==> config.mk <==
export PLATFORM = sky130hd
export DESIGN_NAME = alu_flags
export DESIGN_NICKNAME = d
export VERILOG_FILES = /design/src/rtl/alu_flags_pkg.sv /design/src/rtl/alu_parity.sv /design/src/rtl/alu_datapath.sv /design/src/rtl/alu_flag_store.sv /design/src/rtl/alu_flags.sv
export SDC_FILE = /design/constraint.sdc
export NUM_CORES = 1
export LEC_CHECK = 0
export ABC_AREA = 1
export BUFFER_PORTS_ARGS = -buffer_cell sky130_fd_sc_hd__buf_4
export CAP_MARGIN = 5
export CORE_MARGIN = 2
export CORE_UTILIZATION = 50
export CTS_CLUSTER_DIAMETER = 100
export DETAILED_ROUTE_END_ITERATION = 16
export PLACE_DENSITY_LB_ADDON = 0.12
export SLEW_MARGIN = 20
export SYNTH_ARGS = -nofsm -noshare
export SYNTH_HDL_FRONTEND = slang
export SYNTH_SLANG_ARGS = --single-unit
==> constraint.sdc <==
create_clock -name clk -period 3.7 [get_ports clk]
set_clock_uncertainty 0.1 [all_clocks]
set_input_delay 0.185 -clock clk [delete_from_list [all_inputs] [get_ports clk]]
set_output_delay 0.185 -clock clk [all_outputs]
set_load 0.02 [all_outputs]
==> src/rtl/alu_flags_pkg.sv <==
package alu_flags_pkg;

    localparam int FLAG_W = 16;

    // operation codes
    localparam logic [3:0] OP_ADD = 4'd0;
    localparam logic [3:0] OP_ADC = 4'd1;
    localparam logic [3:0] OP_SUB = 4'd2;
    localparam logic [3:0] OP_SBB = 4'd3;
    localparam logic [3:0] OP_AND = 4'd4;
    localparam logic [3:0] OP_OR  = 4'd5;
    localparam logic [3:0] OP_XOR = 4'd6;
    localparam logic [3:0] OP_INC = 4'd7;
    localparam logic [3:0] OP_DEC = 4'd8;

    // control commands
    localparam logic [2:0] CC_NONE   = 3'd0;
    localparam logic [2:0] CC_DIR_0  = 3'd1;
    localparam logic [2:0] CC_DIR_1  = 3'd2;
    localparam logic [2:0] CC_IEN_0  = 3'd3;
    localparam logic [2:0] CC_IEN_1  = 3'd4;
    localparam logic [2:0] CC_STEP_0 = 3'd5;
    localparam logic [2:0] CC_STEP_1 = 3'd6;

    // flag word bit positions
    localparam int FB_CF = 0;
    localparam int FB_PF = 2;
    localparam int FB_AF = 4;
    localparam int FB_ZF = 6;
    localparam int FB_SF = 7;
    localparam int FB_TF = 8;
    localparam int FB_IF = 9;
    localparam int FB_DF = 10;
    localparam int FB_OF = 11;

    localparam logic [FLAG_W-1:0] FIXED_ONES = 16'hF002;
    localparam logic [FLAG_W-1:0] LIVE_MASK  = 16'h0FD5;

    typedef struct packed {
        logic ov;
        logic sg;
        logic zr;
        logic ax;
        logic pa;
        logic cy;
    } status_t;

    typedef struct packed {
        logic ov;
        logic dir;
        logic ien;
        logic step;
        logic sg;
        logic zr;
        logic ax;
        logic pa;
        logic cy;
    } flagset_t;

endpackage

==> src/rtl/alu_parity.sv <==
module alu_parity #(
    parameter int W = 8
) (
    input  logic [W-1:0] bits_i,
    output logic         even_o
);
    assign even_o = ~(^bits_i);
endmodule

==> src/rtl/alu_datapath.sv <==
module alu_datapath
    import alu_flags_pkg::*;
#(
    parameter int DATA_W = 16,
    parameter int LOW_W  = 8
) (
    input  logic [3:0]        op_i,
    input  logic              word_i,
    input  logic [DATA_W-1:0] a_i,
    input  logic [DATA_W-1:0] b_i,
    input  logic              cf_i,
    output logic [DATA_W-1:0] res_o,
    output status_t           st_o,
    output logic              known_o,
    output logic              keep_cf_o
);
    localparam int EXT_W = DATA_W + 1;
    localparam int HI_W  = DATA_W - LOW_W;

    logic              is_incdec, is_sub, is_logic, use_cin;
    logic [DATA_W-1:0] a_m, b_src, b_m, raw_logic, xv;
    logic [EXT_W-1:0]  sum_x, dif_x, arith_x;
    logic [DATA_W-1:0] res_d;
    logic              top_a, top_b, top_r, ovf_d, cy_d;
    logic              par_even;

    always_comb begin
        known_o   = (op_i <= OP_DEC);
        is_incdec = (op_i == OP_INC) || (op_i == OP_DEC);
        is_sub    = (op_i == OP_SUB) || (op_i == OP_SBB) || (op_i == OP_DEC);
        is_logic  = (op_i == OP_AND) || (op_i == OP_OR) || (op_i == OP_XOR);
        use_cin   = (op_i == OP_ADC) || (op_i == OP_SBB);
        keep_cf_o = is_incdec;

        b_src = is_incdec ? DATA_W'(1) : b_i;
        a_m   = word_i ? a_i   : {{HI_W{1'b0}}, a_i[LOW_W-1:0]};
        b_m   = word_i ? b_src : {{HI_W{1'b0}}, b_src[LOW_W-1:0]};

        sum_x   = {1'b0, a_m} + {1'b0, b_m} + EXT_W'(use_cin & cf_i);
        dif_x   = {1'b0, a_m} - {1'b0, b_m} - EXT_W'(use_cin & cf_i);
        arith_x = is_sub ? dif_x : sum_x;

        case (op_i)
            OP_AND:  raw_logic = a_m & b_m;
            OP_OR:   raw_logic = a_m | b_m;
            default: raw_logic = a_m ^ b_m;
        endcase

        res_d = is_logic ? raw_logic : arith_x[DATA_W-1:0];
        if (!word_i) res_d[DATA_W-1:LOW_W] = '0;

        top_a = word_i ? a_m[DATA_W-1]   : a_m[LOW_W-1];
        top_b = word_i ? b_m[DATA_W-1]   : b_m[LOW_W-1];
        top_r = word_i ? res_d[DATA_W-1] : res_d[LOW_W-1];
        cy_d  = word_i ? arith_x[DATA_W] : arith_x[LOW_W];

        if (is_sub) ovf_d = (top_a != top_b) && (top_r != top_a);
        else        ovf_d = (top_a == top_b) && (top_r != top_a);

        xv = a_m ^ b_m ^ res_d;
    end

    alu_parity #(.W(LOW_W)) u_par (
        .bits_i (res_d[LOW_W-1:0]),
        .even_o (par_even)
    );

    always_comb begin
        res_o    = res_d;
        st_o.sg  = top_r;
        st_o.zr  = (res_d == '0);
        st_o.pa  = par_even;
        st_o.ov  = is_logic ? 1'b0 : ovf_d;
        st_o.cy  = is_logic ? 1'b0 : cy_d;
        st_o.ax  = is_logic ? 1'b0 : xv[4];
    end

endmodule

==> src/rtl/alu_flag_store.sv <==
module alu_flag_store
    import alu_flags_pkg::*;
(
    input  logic              clk,
    input  logic              rst_n,
    input  logic              st_en_i,
    input  logic              cf_en_i,
    input  status_t           st_i,
    input  logic [2:0]        cmd_i,
    input  logic              wr_en_i,
    input  logic [FLAG_W-1:0] wr_data_i,
    output logic [FLAG_W-1:0] flags_o,
    output logic              cf_o
);
    flagset_t fl_d, fl_q;

    always_comb begin
        fl_d = fl_q;
        // status path
        if (st_en_i) begin
            fl_d.ov = st_i.ov;
            fl_d.sg = st_i.sg;
            fl_d.zr = st_i.zr;
            fl_d.ax = st_i.ax;
            fl_d.pa = st_i.pa;
        end
        if (cf_en_i) fl_d.cy = st_i.cy;
        // control path
        case (cmd_i)
            CC_DIR_0:  fl_d.dir  = 1'b0;
            CC_DIR_1:  fl_d.dir  = 1'b1;
            CC_IEN_0:  fl_d.ien  = 1'b0;
            CC_IEN_1:  fl_d.ien  = 1'b1;
            CC_STEP_0: fl_d.step = 1'b0;
            CC_STEP_1: fl_d.step = 1'b1;
            default:   ;
        endcase
        // whole-word load overrides both paths
        if (wr_en_i) begin
            fl_d.cy   = wr_data_i[FB_CF];
            fl_d.pa   = wr_data_i[FB_PF];
            fl_d.ax   = wr_data_i[FB_AF];
            fl_d.zr   = wr_data_i[FB_ZF];
            fl_d.sg   = wr_data_i[FB_SF];
            fl_d.step = wr_data_i[FB_TF];
            fl_d.ien  = wr_data_i[FB_IF];
            fl_d.dir  = wr_data_i[FB_DF];
            fl_d.ov   = wr_data_i[FB_OF];
        end
    end

    always_ff @(posedge clk or negedge rst_n) begin
        if (!rst_n) fl_q <= '0;
        else        fl_q <= fl_d;
    end

    always_comb begin
        flags_o        = FIXED_ONES;
        flags_o[FB_CF] = fl_q.cy;
        flags_o[FB_PF] = fl_q.pa;
        flags_o[FB_AF] = fl_q.ax;
        flags_o[FB_ZF] = fl_q.zr;
        flags_o[FB_SF] = fl_q.sg;
        flags_o[FB_TF] = fl_q.step;
        flags_o[FB_IF] = fl_q.ien;
        flags_o[FB_DF] = fl_q.dir;
        flags_o[FB_OF] = fl_q.ov;
        cf_o           = fl_q.cy;
    end

    p_load_word_r12: assert property (@(posedge clk) disable iff (!rst_n)
        wr_en_i |=> ((flags_o & LIVE_MASK) == ($past(wr_data_i) & LIVE_MASK)));

    p_set_dir_r11: assert property (@(posedge clk) disable iff (!rst_n)
        (cmd_i == CC_DIR_1 && !wr_en_i) |=> flags_o[FB_DF]);

    p_ctl_hold_r11: assert property (@(posedge clk) disable iff (!rst_n)
        ((cmd_i == CC_NONE || cmd_i == 3'd7) && !wr_en_i) |=> $stable(flags_o[FB_DF:FB_TF]));

endmodule

==> src/rtl/alu_flags.sv <==
module alu_flags
    import alu_flags_pkg::*;
#(
    parameter int DATA_W = 16,
    parameter int LOW_W  = 8
) (
    input  logic              clk,
    input  logic              rst_n,
    input  logic              op_valid,
    input  logic [3:0]        op_code,
    input  logic              is_word,
    input  logic [DATA_W-1:0] opnd_a,
    input  logic [DATA_W-1:0] opnd_b,
    input  logic [2:0]        ctl_cmd,
    input  logic              flag_wr,
    input  logic [15:0]       flag_wdata,
    output logic [DATA_W-1:0] result,
    output logic              res_done,
    output logic [15:0]       flags
);
    typedef struct packed {
        logic [DATA_W-1:0] res;
        logic              done;
    } out_t;

    out_t              out_d, out_q;
    logic [DATA_W-1:0] dp_res;
    status_t           dp_st;
    logic              dp_known, dp_keep_cf, cf_now;
    logic              st_en, cf_en;

    alu_datapath #(.DATA_W(DATA_W), .LOW_W(LOW_W)) u_dp (
        .op_i      (op_code),
        .word_i    (is_word),
        .a_i       (opnd_a),
        .b_i       (opnd_b),
        .cf_i      (cf_now),
        .res_o     (dp_res),
        .st_o      (dp_st),
        .known_o   (dp_known),
        .keep_cf_o (dp_keep_cf)
    );

    always_comb begin
        st_en = op_valid && dp_known;
        cf_en = st_en && !dp_keep_cf;
        out_d      = out_q;
        out_d.done = st_en;
        if (st_en) out_d.res = dp_res;
    end

    always_ff @(posedge clk or negedge rst_n) begin
        if (!rst_n) out_q <= '0;
        else        out_q <= out_d;
    end

    alu_flag_store u_fs (
        .clk       (clk),
        .rst_n     (rst_n),
        .st_en_i   (st_en),
        .cf_en_i   (cf_en),
        .st_i      (dp_st),
        .cmd_i     (ctl_cmd),
        .wr_en_i   (flag_wr),
        .wr_data_i (flag_wdata),
        .flags_o   (flags),
        .cf_o      (cf_now)
    );

    assign result   = out_q.res;
    assign res_done = out_q.done;

    p_logic_clear_r9: assert property (@(posedge clk) disable iff (!rst_n)
        (op_valid && !flag_wr && (op_code == OP_AND || op_code == OP_OR || op_code == OP_XOR))
        |=> (!flags[FB_CF] && !flags[FB_OF] && !flags[FB_AF]));

    p_incdec_keep_cf_r10: assert property (@(posedge clk) disable iff (!rst_n)
        (op_valid && !flag_wr && (op_code == OP_INC || op_code == OP_DEC))
        |=> (flags[FB_CF] == $past(flags[FB_CF])));

    p_zero_flag_r6: assert property (@(posedge clk) disable iff (!rst_n)
        (op_valid && (op_code <= OP_DEC) && !flag_wr) |=> (flags[FB_ZF] == (result == '0)));

    p_sign_flag_r6: assert property (@(posedge clk) disable iff (!rst_n)
        (op_valid && (op_code <= OP_DEC) && !flag_wr)
        |=> (flags[FB_SF] == ($past(is_word) ? result[DATA_W-1] : result[LOW_W-1])));

    p_parity_low_r8: assert property (@(posedge clk) disable iff (!rst_n)
        (op_valid && (op_code <= OP_DEC) && !flag_wr) |=> (flags[FB_PF] == ~(^result[LOW_W-1:0])));

    p_reserved_hold_r13: assert property (@(posedge clk) disable iff (!rst_n)
        (op_valid && (op_code > OP_DEC) && !flag_wr && ctl_cmd == CC_NONE)
        |=> ($stable(flags) && $stable(result) && !res_done));

    p_done_pulse_r3: assert property (@(posedge clk) disable iff (!rst_n)
        (op_valid && (op_code <= OP_DEC)) |=> res_done);

endmodule

# == Word level (Yosys, flattened, before mapping) ==
# Cells that the tools add are included.
# totals
register_bits,26
out_inout_bits,33
# classes
add_sub_neg,4
n_lt_le_gt_ge,1
n_eq_ne,17
n_mux,22
bitwise_logic,6
n_reduce_logical,18
# op_table
op,count
2-to-1 mux 16 bit,4
one-hot mux 16 bit (2 select lines),1
adder 16 x 16 -> 17 bit,1
adder 17 bit,1
2-to-1 mux 17 bit,1
subtractor 16 x 16 -> 17 bit,1
subtractor 17 bit,1
AND 16 bit,1
"equality test 4 x 3 -> 1 bit, second input constant",4
logical NOT 16 bit,1
OR 16 bit,1
bitwise XOR 16 bit,1
2-to-1 mux 1 bit,10
"equality test 3 bit, second input constant",3
2-to-1 mux 9 bit,1
nonzero test 3 bit,3
"equality test 4 x 2 -> 1 bit, second input constant",2
2-to-1 mux 8 bit,1
parity 8 bit,1
"equality test 3 x 2 -> 1 bit, second input constant",2
logical OR 1 bit,6
one-hot mux 1 bit (2 select lines),3
bitwise XOR 5 bit,1
"equality test 4 x 1 -> 1 bit, second input constant",1
other kinds (11),16

# == Depth between registers and ports, before layout ==
# depth
ltp_word,16
mapped_depth,27

# == By module ==
# From an unflattened synthesis, not the netlist that was laid out.
# unflattened
cells_unflattened,880
area_unflattened_um2,5046.1
# modules_own_cells
mod,instances,cells_each,area_per_inst_um2,seq_area_each_um2
alu_datapath,1,698,3644.7,0.0
alu_flags,1,73,718.2,425.4
alu_flag_store,1,72,538.0,225.2
alu_parity,1,37,145.1,0.0

# == Least setup slack after synthesis ==
# Ideal clock, no wire load.
# synth_timing
kind,input to register
start,input port op_code[0]
end,"register u_fs.fl_q, in the netlist u_fs.flags_o[6]"
setup_time_ps,65
t_arrival_ps,2848
t_required_ps,3535
setup_slack_ps,687
stages,21
n_path_buf,0
path_cell_list,nor2_2 > nand3_4 > nand2_4 > nor2_1 > fa_1 > inv_1 > ha_1 > or2_2 > nand3_1 > nand2_1 > o21ai_1 > nand2_1 > a21oi_1 > ha_1 > and3_1 > nand4_1 > a21oi_1 > nand2_1 > nor2_1 > nand3_1 > nand2_1
# synth_between
elab_chain_cells,12
# synth_lines
element,line,source
from (decl),alu_flags.sv:10,"input logic [3:0] op_code,"
equality test 4 x 3 -> 1 bit or equality test 4 bit (tied branches),"alu_datapath.sv:29, alu_datapath.sv:30",
logical OR 1 bit,alu_datapath.sv:29,is_incdec = (op_i == OP_INC) || (op_i == OP_DEC);
2-to-1 mux 16 bit,alu_datapath.sv:35,b_src = is_incdec ? DATA_W'(1) : b_i;
2-to-1 mux 16 bit,alu_datapath.sv:37,"b_m = word_i ? b_src : {{HI_W{1'b0}}, b_src[LOW_W-1:0]};"
adder 16 x 16 -> 17 bit or subtractor 16 x 16 -> 17 bit (tied branches),"alu_datapath.sv:39, alu_datapath.sv:40",
adder 17 bit or subtractor 17 bit (tied branches),"alu_datapath.sv:39, alu_datapath.sv:40",
2-to-1 mux 17 bit,alu_datapath.sv:41,arith_x = is_sub ? dif_x : sum_x;
2-to-1 mux 16 bit,alu_datapath.sv:49,res_d = is_logic ? raw_logic : arith_x[DATA_W-1:0];
2-to-1 mux 8 bit,alu_datapath.sv:50,if (!word_i) res_d[DATA_W-1:LOW_W] = '0;
logical NOT 16 bit,alu_datapath.sv:71,st_o.zr = (res_d == '0);
2-to-1 mux 4 bit,alu_flag_store.sv:20,if (st_en_i) begin
2-to-1 mux 9 bit,alu_flag_store.sv:39,if (wr_en_i) begin
to (signal assigned),alu_flag_store.sv:54,else fl_q <= fl_d;
to (decl),alu_flag_store.sv:15,"flagset_t fl_d, fl_q;"
# Parallel ways exist; a longest one is shown, timed or not. The select of a mux whose other input is x is not followed.
# A chain may end at the register's enable or synchronous reset.

# == Worst setup path after layout ==
# layout_timing
start,"register u_fs.fl_q, in the netlist u_fs.cf_o"
end,"register u_fs.fl_q, in the netlist u_fs.flags_o[6]"
# layout_between
elab_chain_cells,8
# layout_lines
element,line
AND 1 bit (*),"alu_datapath.sv:39, alu_datapath.sv:40"
adder 17 bit or subtractor 17 bit (tied branches),"alu_datapath.sv:39, alu_datapath.sv:40"
2-to-1 mux 17 bit (*),alu_datapath.sv:41
2-to-1 mux 16 bit (*),alu_datapath.sv:49
2-to-1 mux 8 bit,alu_datapath.sv:50
logical NOT 16 bit (*),alu_datapath.sv:71
2-to-1 mux 4 bit (*),alu_flag_store.sv:20
2-to-1 mux 9 bit (*),alu_flag_store.sv:39
# Mark *: on every way between the ends. The rest lies on a longest branch, timed or not. The select of a mux whose other input is x is not followed.

==> reports/results.tsv <==
metric	value	unit
max_slew_margin	58.95	%
pwr-share-comb	63.1	%
grt_pass1_wl	21.62	mm
synth_seq_cells	26	
nNetsFinal	975	
min_from	flag_wdata[7]	
synthFlopType	dfrtp_1	
viasPerCell	5.217	
irDropWorstVdd	0.2166	mV
fmax	0.2877	GHz
layout_commonest_cell	nand2_1	
drc	0	
fin_crit_sh	93.94	%
die_h	100.5	um
startpoint_type	register	
finalSetupTns	0	ps
cts_setup_buffers	0	
ant_nets	0	
numCtsBuffers	3	
finalHoldViolCount	0	
switching_share	45.76	%
place_ws	104.3	ps
cts_tree	yes	
pwr_density_cell	294.2	nW/um^2
drt_iter0_drc	236	
required	3820	ps
ys_warn_count	0	
h-tree-depth	1	
num_antenna_cells	0	
drt-total-wl	13.52	mm
insertion_delay	270	ps
setup_ws	224.1	ps
die_w	100.5	um
cp_num_buf_inv	1	
timing.rr.end	u_fs.flags_o[6]$_DFFE_PN0P_	
vias	4982	
portBuffers	78	
first_pass_iters	5	
fin_crit	3476	ps
slowest_delay	580	ps
avgSynthCellArea	6.142	um^2
crit_slowest_cell	fa_1	
core	9153	um^2
min_path_cells	3	
end_kind	register	
cp_top_family	simple AND/OR/NAND/NOR gates	
worst_ep_arrival_time	3590	ps
dp_hpwl	11.13	mm
synth_edf_count	0	
worstMarginPinSlew	614.2	ps
dpl.cell_count	949	
intPower	0.8762	mW
gr-total-overflow	0	
grt_util_all_layers	26.56	%
start_util	50.87	%
p_leak	3.264	nW
r2r-start	u_fs.cf_o$_DFFE_PN0P_	
netlist_area	4656	um^2
area_growth_syn_to_layout	17.95	%
grt_max_degree	27	
reg2reg_slack	220	ps
grt_pass1_vias	4652	
crit_top_cell	nand2_1	
rows	35	
drv_slew	0	
sequentialPowerShare	22.1	%
ys_async_sr_fraction	100.0	%
hold_path_end	u_fs.flags_o[7]$_DFFE_PN0P_	
clock_path_buffers	2	
clockPowerShare	14.8	%
status	completed	
path_class	reg -> reg	
hold_path.class	in -> reg	
ys_types	50	
dpl_cell_area	5400	um^2
cts.sinks	26	
p_switching	0.7393	mW
final-setup-viol-count	0	
rr_worst_depth	18	
drv_cap	0	
antenna_found_initial	0	
cts-root-buf	clkbuf_8	
drive_gt1_share	17.54	%
finalInstanceArea	5492	um^2
mostFrequentLayoutCells	237 x nand2_1, 132 x inv_1, 98 x buf_4	
avgRoutedWirePerCell	14.15	um
place_congestion	0.9396	
path_depth	18	
fp.dieArea	10100	um^2
syn_inst	758	
synth.yosys.seq_area_share	13.97	%
io_pins	93	
critPathMaxFanout	3	
final_cells	955	
post_cts_resized	0	
clk_pin_slew	100	ps
rsz0062_at_grt	no	
crit_chain	nand4_1 > fa_1 > inv_1 > ha_1 > or2_2 > nand3_1 > nand2_1 > o21ai_1 > nand2_1 > a21oi_1 > ha_1 > and3_1 > nand4_1 > a21oi_1 > nand2_1 > nor2_1 > nand3_1 > nand2_1	
==> layout make-up <==
class	instances	area, um^2
Clock buffer	3	41.29
Clock inverter	1	30.03
Fill cell	921	3661
Inverter	145	544.3
Multi-Input combinational cell	569	3331
Sequential cell	26	650.6
Tap cell	111	138.9
Timing Repair Buffer	100	755.7
==> Yosys cell counts, types with 2 or more instances <==
| library cell | number | area share, % |
|---|---|---|
| nor3_2 | 2 | 0.43 |
| nand3_1 | 61 | 6.6 |
| conb_1 | 2 | 0.16 |
| o31ai_1 | 2 | 0.32 |
| nor2_4 | 2 | 0.48 |
| o21ai_2 | 2 | 0.38 |
| and2_1 | 3 | 0.40 |
| inv_1 | 132 | 11 |
| a21o_1 | 2 | 0.32 |
| a31oi_1 | 3 | 0.40 |
| nand4_1 | 4 | 0.54 |
| nand2_1 | 237 | 19 |
| buf_4 | 11 | 1.8 |
| inv_2 | 12 | 0.97 |
| nand2_4 | 3 | 0.73 |
| o221ai_1 | 11 | 2.1 |
| o21bai_1 | 2 | 0.32 |
| fa_1 | 4 | 1.7 |
| xnor2_1 | 6 | 1.1 |
| a21oi_1 | 40 | 4.3 |
| buf_2 | 5 | 0.54 |
| dfrtp_1 | 26 | 14 |
| nor3_1 | 4 | 0.43 |
| buf_6 | 2 | 0.48 |
| ha_1 | 66 | 18 |
| nand2_2 | 9 | 1.2 |
| o21ai_1 | 8 | 0.86 |
| nor2_2 | 3 | 0.40 |
| o21ai_0 | 23 | 2.5 |
| or2_2 | 3 | 0.40 |
| clkbuf_1 | 5 | 0.40 |
| xor2_1 | 3 | 0.56 |
| a21oi_2 | 2 | 0.38 |
| o22ai_1 | 5 | 0.67 |
| nor2_1 | 32 | 2.6 |
| nand3b_1 | 2 | 0.32 |
| a22o_1 | 3 | 0.56 |
| nand3_2 | 4 | 0.86 |
==> flip-flops by register name (all words and copies together), names as in the netlist <==
name	cells
result	16
u_fs.flags_o	8
res_done	1
u_fs.cf_o	1
==> worst register-to-register path, delay by kind of cell (launching register included) <==
kind	cells	cell delay (ps)
adder cells (fa/ha/maj)	3	950
flip-flops	1	380
AND/OR/NAND/NOR	11	1300
AO/OA/AOI/OAI	3	650
buffers and inverters	1	50
==> cell families after synthesis <==
| group | Yosys count | share of synthesized area [%] |
|---|---|---|
| compound gates | 110 | 14.59 |
| xor+xnor | 9 | 1.693 |
| fa+ha+maj | 70 | 19.46 |
| buf+inv | 168 | 14.89 |
| flops | 26 | 13.97 |
| other cells | 2 | 0.1613 |
| simple gates | 373 | 35.23 |
==> routing by layer <==
| layer | track usage (%) | part of all wire [%] |
|---|---|---|
| met3 | 2.150 | 4.2 |
| met1 | 34.39 | 44 |
| met5 | 0 | 0 |
| met4 | 7.060 | 2.7 |
| met2 | 47.50 | 49 |
==> metrics by stage <==
step	power [mW]	util, %	hold slack [ps]
floorplan	1.037	-	-210.6
global placement	1.352	59.00	6.236
detailed placement	1.367	59.00	12.38
CTS	1.611	60.00	26.72
global route	1.752	60.00	32.78
finish	1.616	60.00	26.57
==> power groups by stage <==
stage          Sequential, mW  Combinational (mW)  Clock [mW]
2_1_floorplan           0.417               0.621           0
3_3_place_gp            0.361               0.991           0
3_5_place_dp            0.363                1.00           0
4_1_cts                 0.357                1.01       0.241
5_1_grt                 0.363                1.14       0.253
6_report                0.357                1.02       0.239
==> timing repair <==
action,4_1_cts,5_1_grt
endpoints found under the setup margin,0,0
hold buffers,2,0
hold endpoints to repair,27,0
==> worst max path at each step <==
stage,startpoint,to
after floorplan,op_code[0],u_fs.flags_o[6]$_DFFE_PN0P_
after detailed placement,op_code[3],u_fs.flags_o[2]$_DFFE_PN0P_
final,u_fs.cf_o$_DFFE_PN0P_,u_fs.flags_o[6]$_DFFE_PN0P_
after global routing,u_fs.cf_o$_DFFE_PN0P_,u_fs.flags_o[6]$_DFFE_PN0P_
after global placement,op_code[3],u_fs.flags_o[2]$_DFFE_PN0P_
after CTS,u_fs.cf_o$_DFFE_PN0P_,u_fs.flags_o[6]$_DFFE_PN0P_
Note: power is estimated with default switching activity, not from simulation.
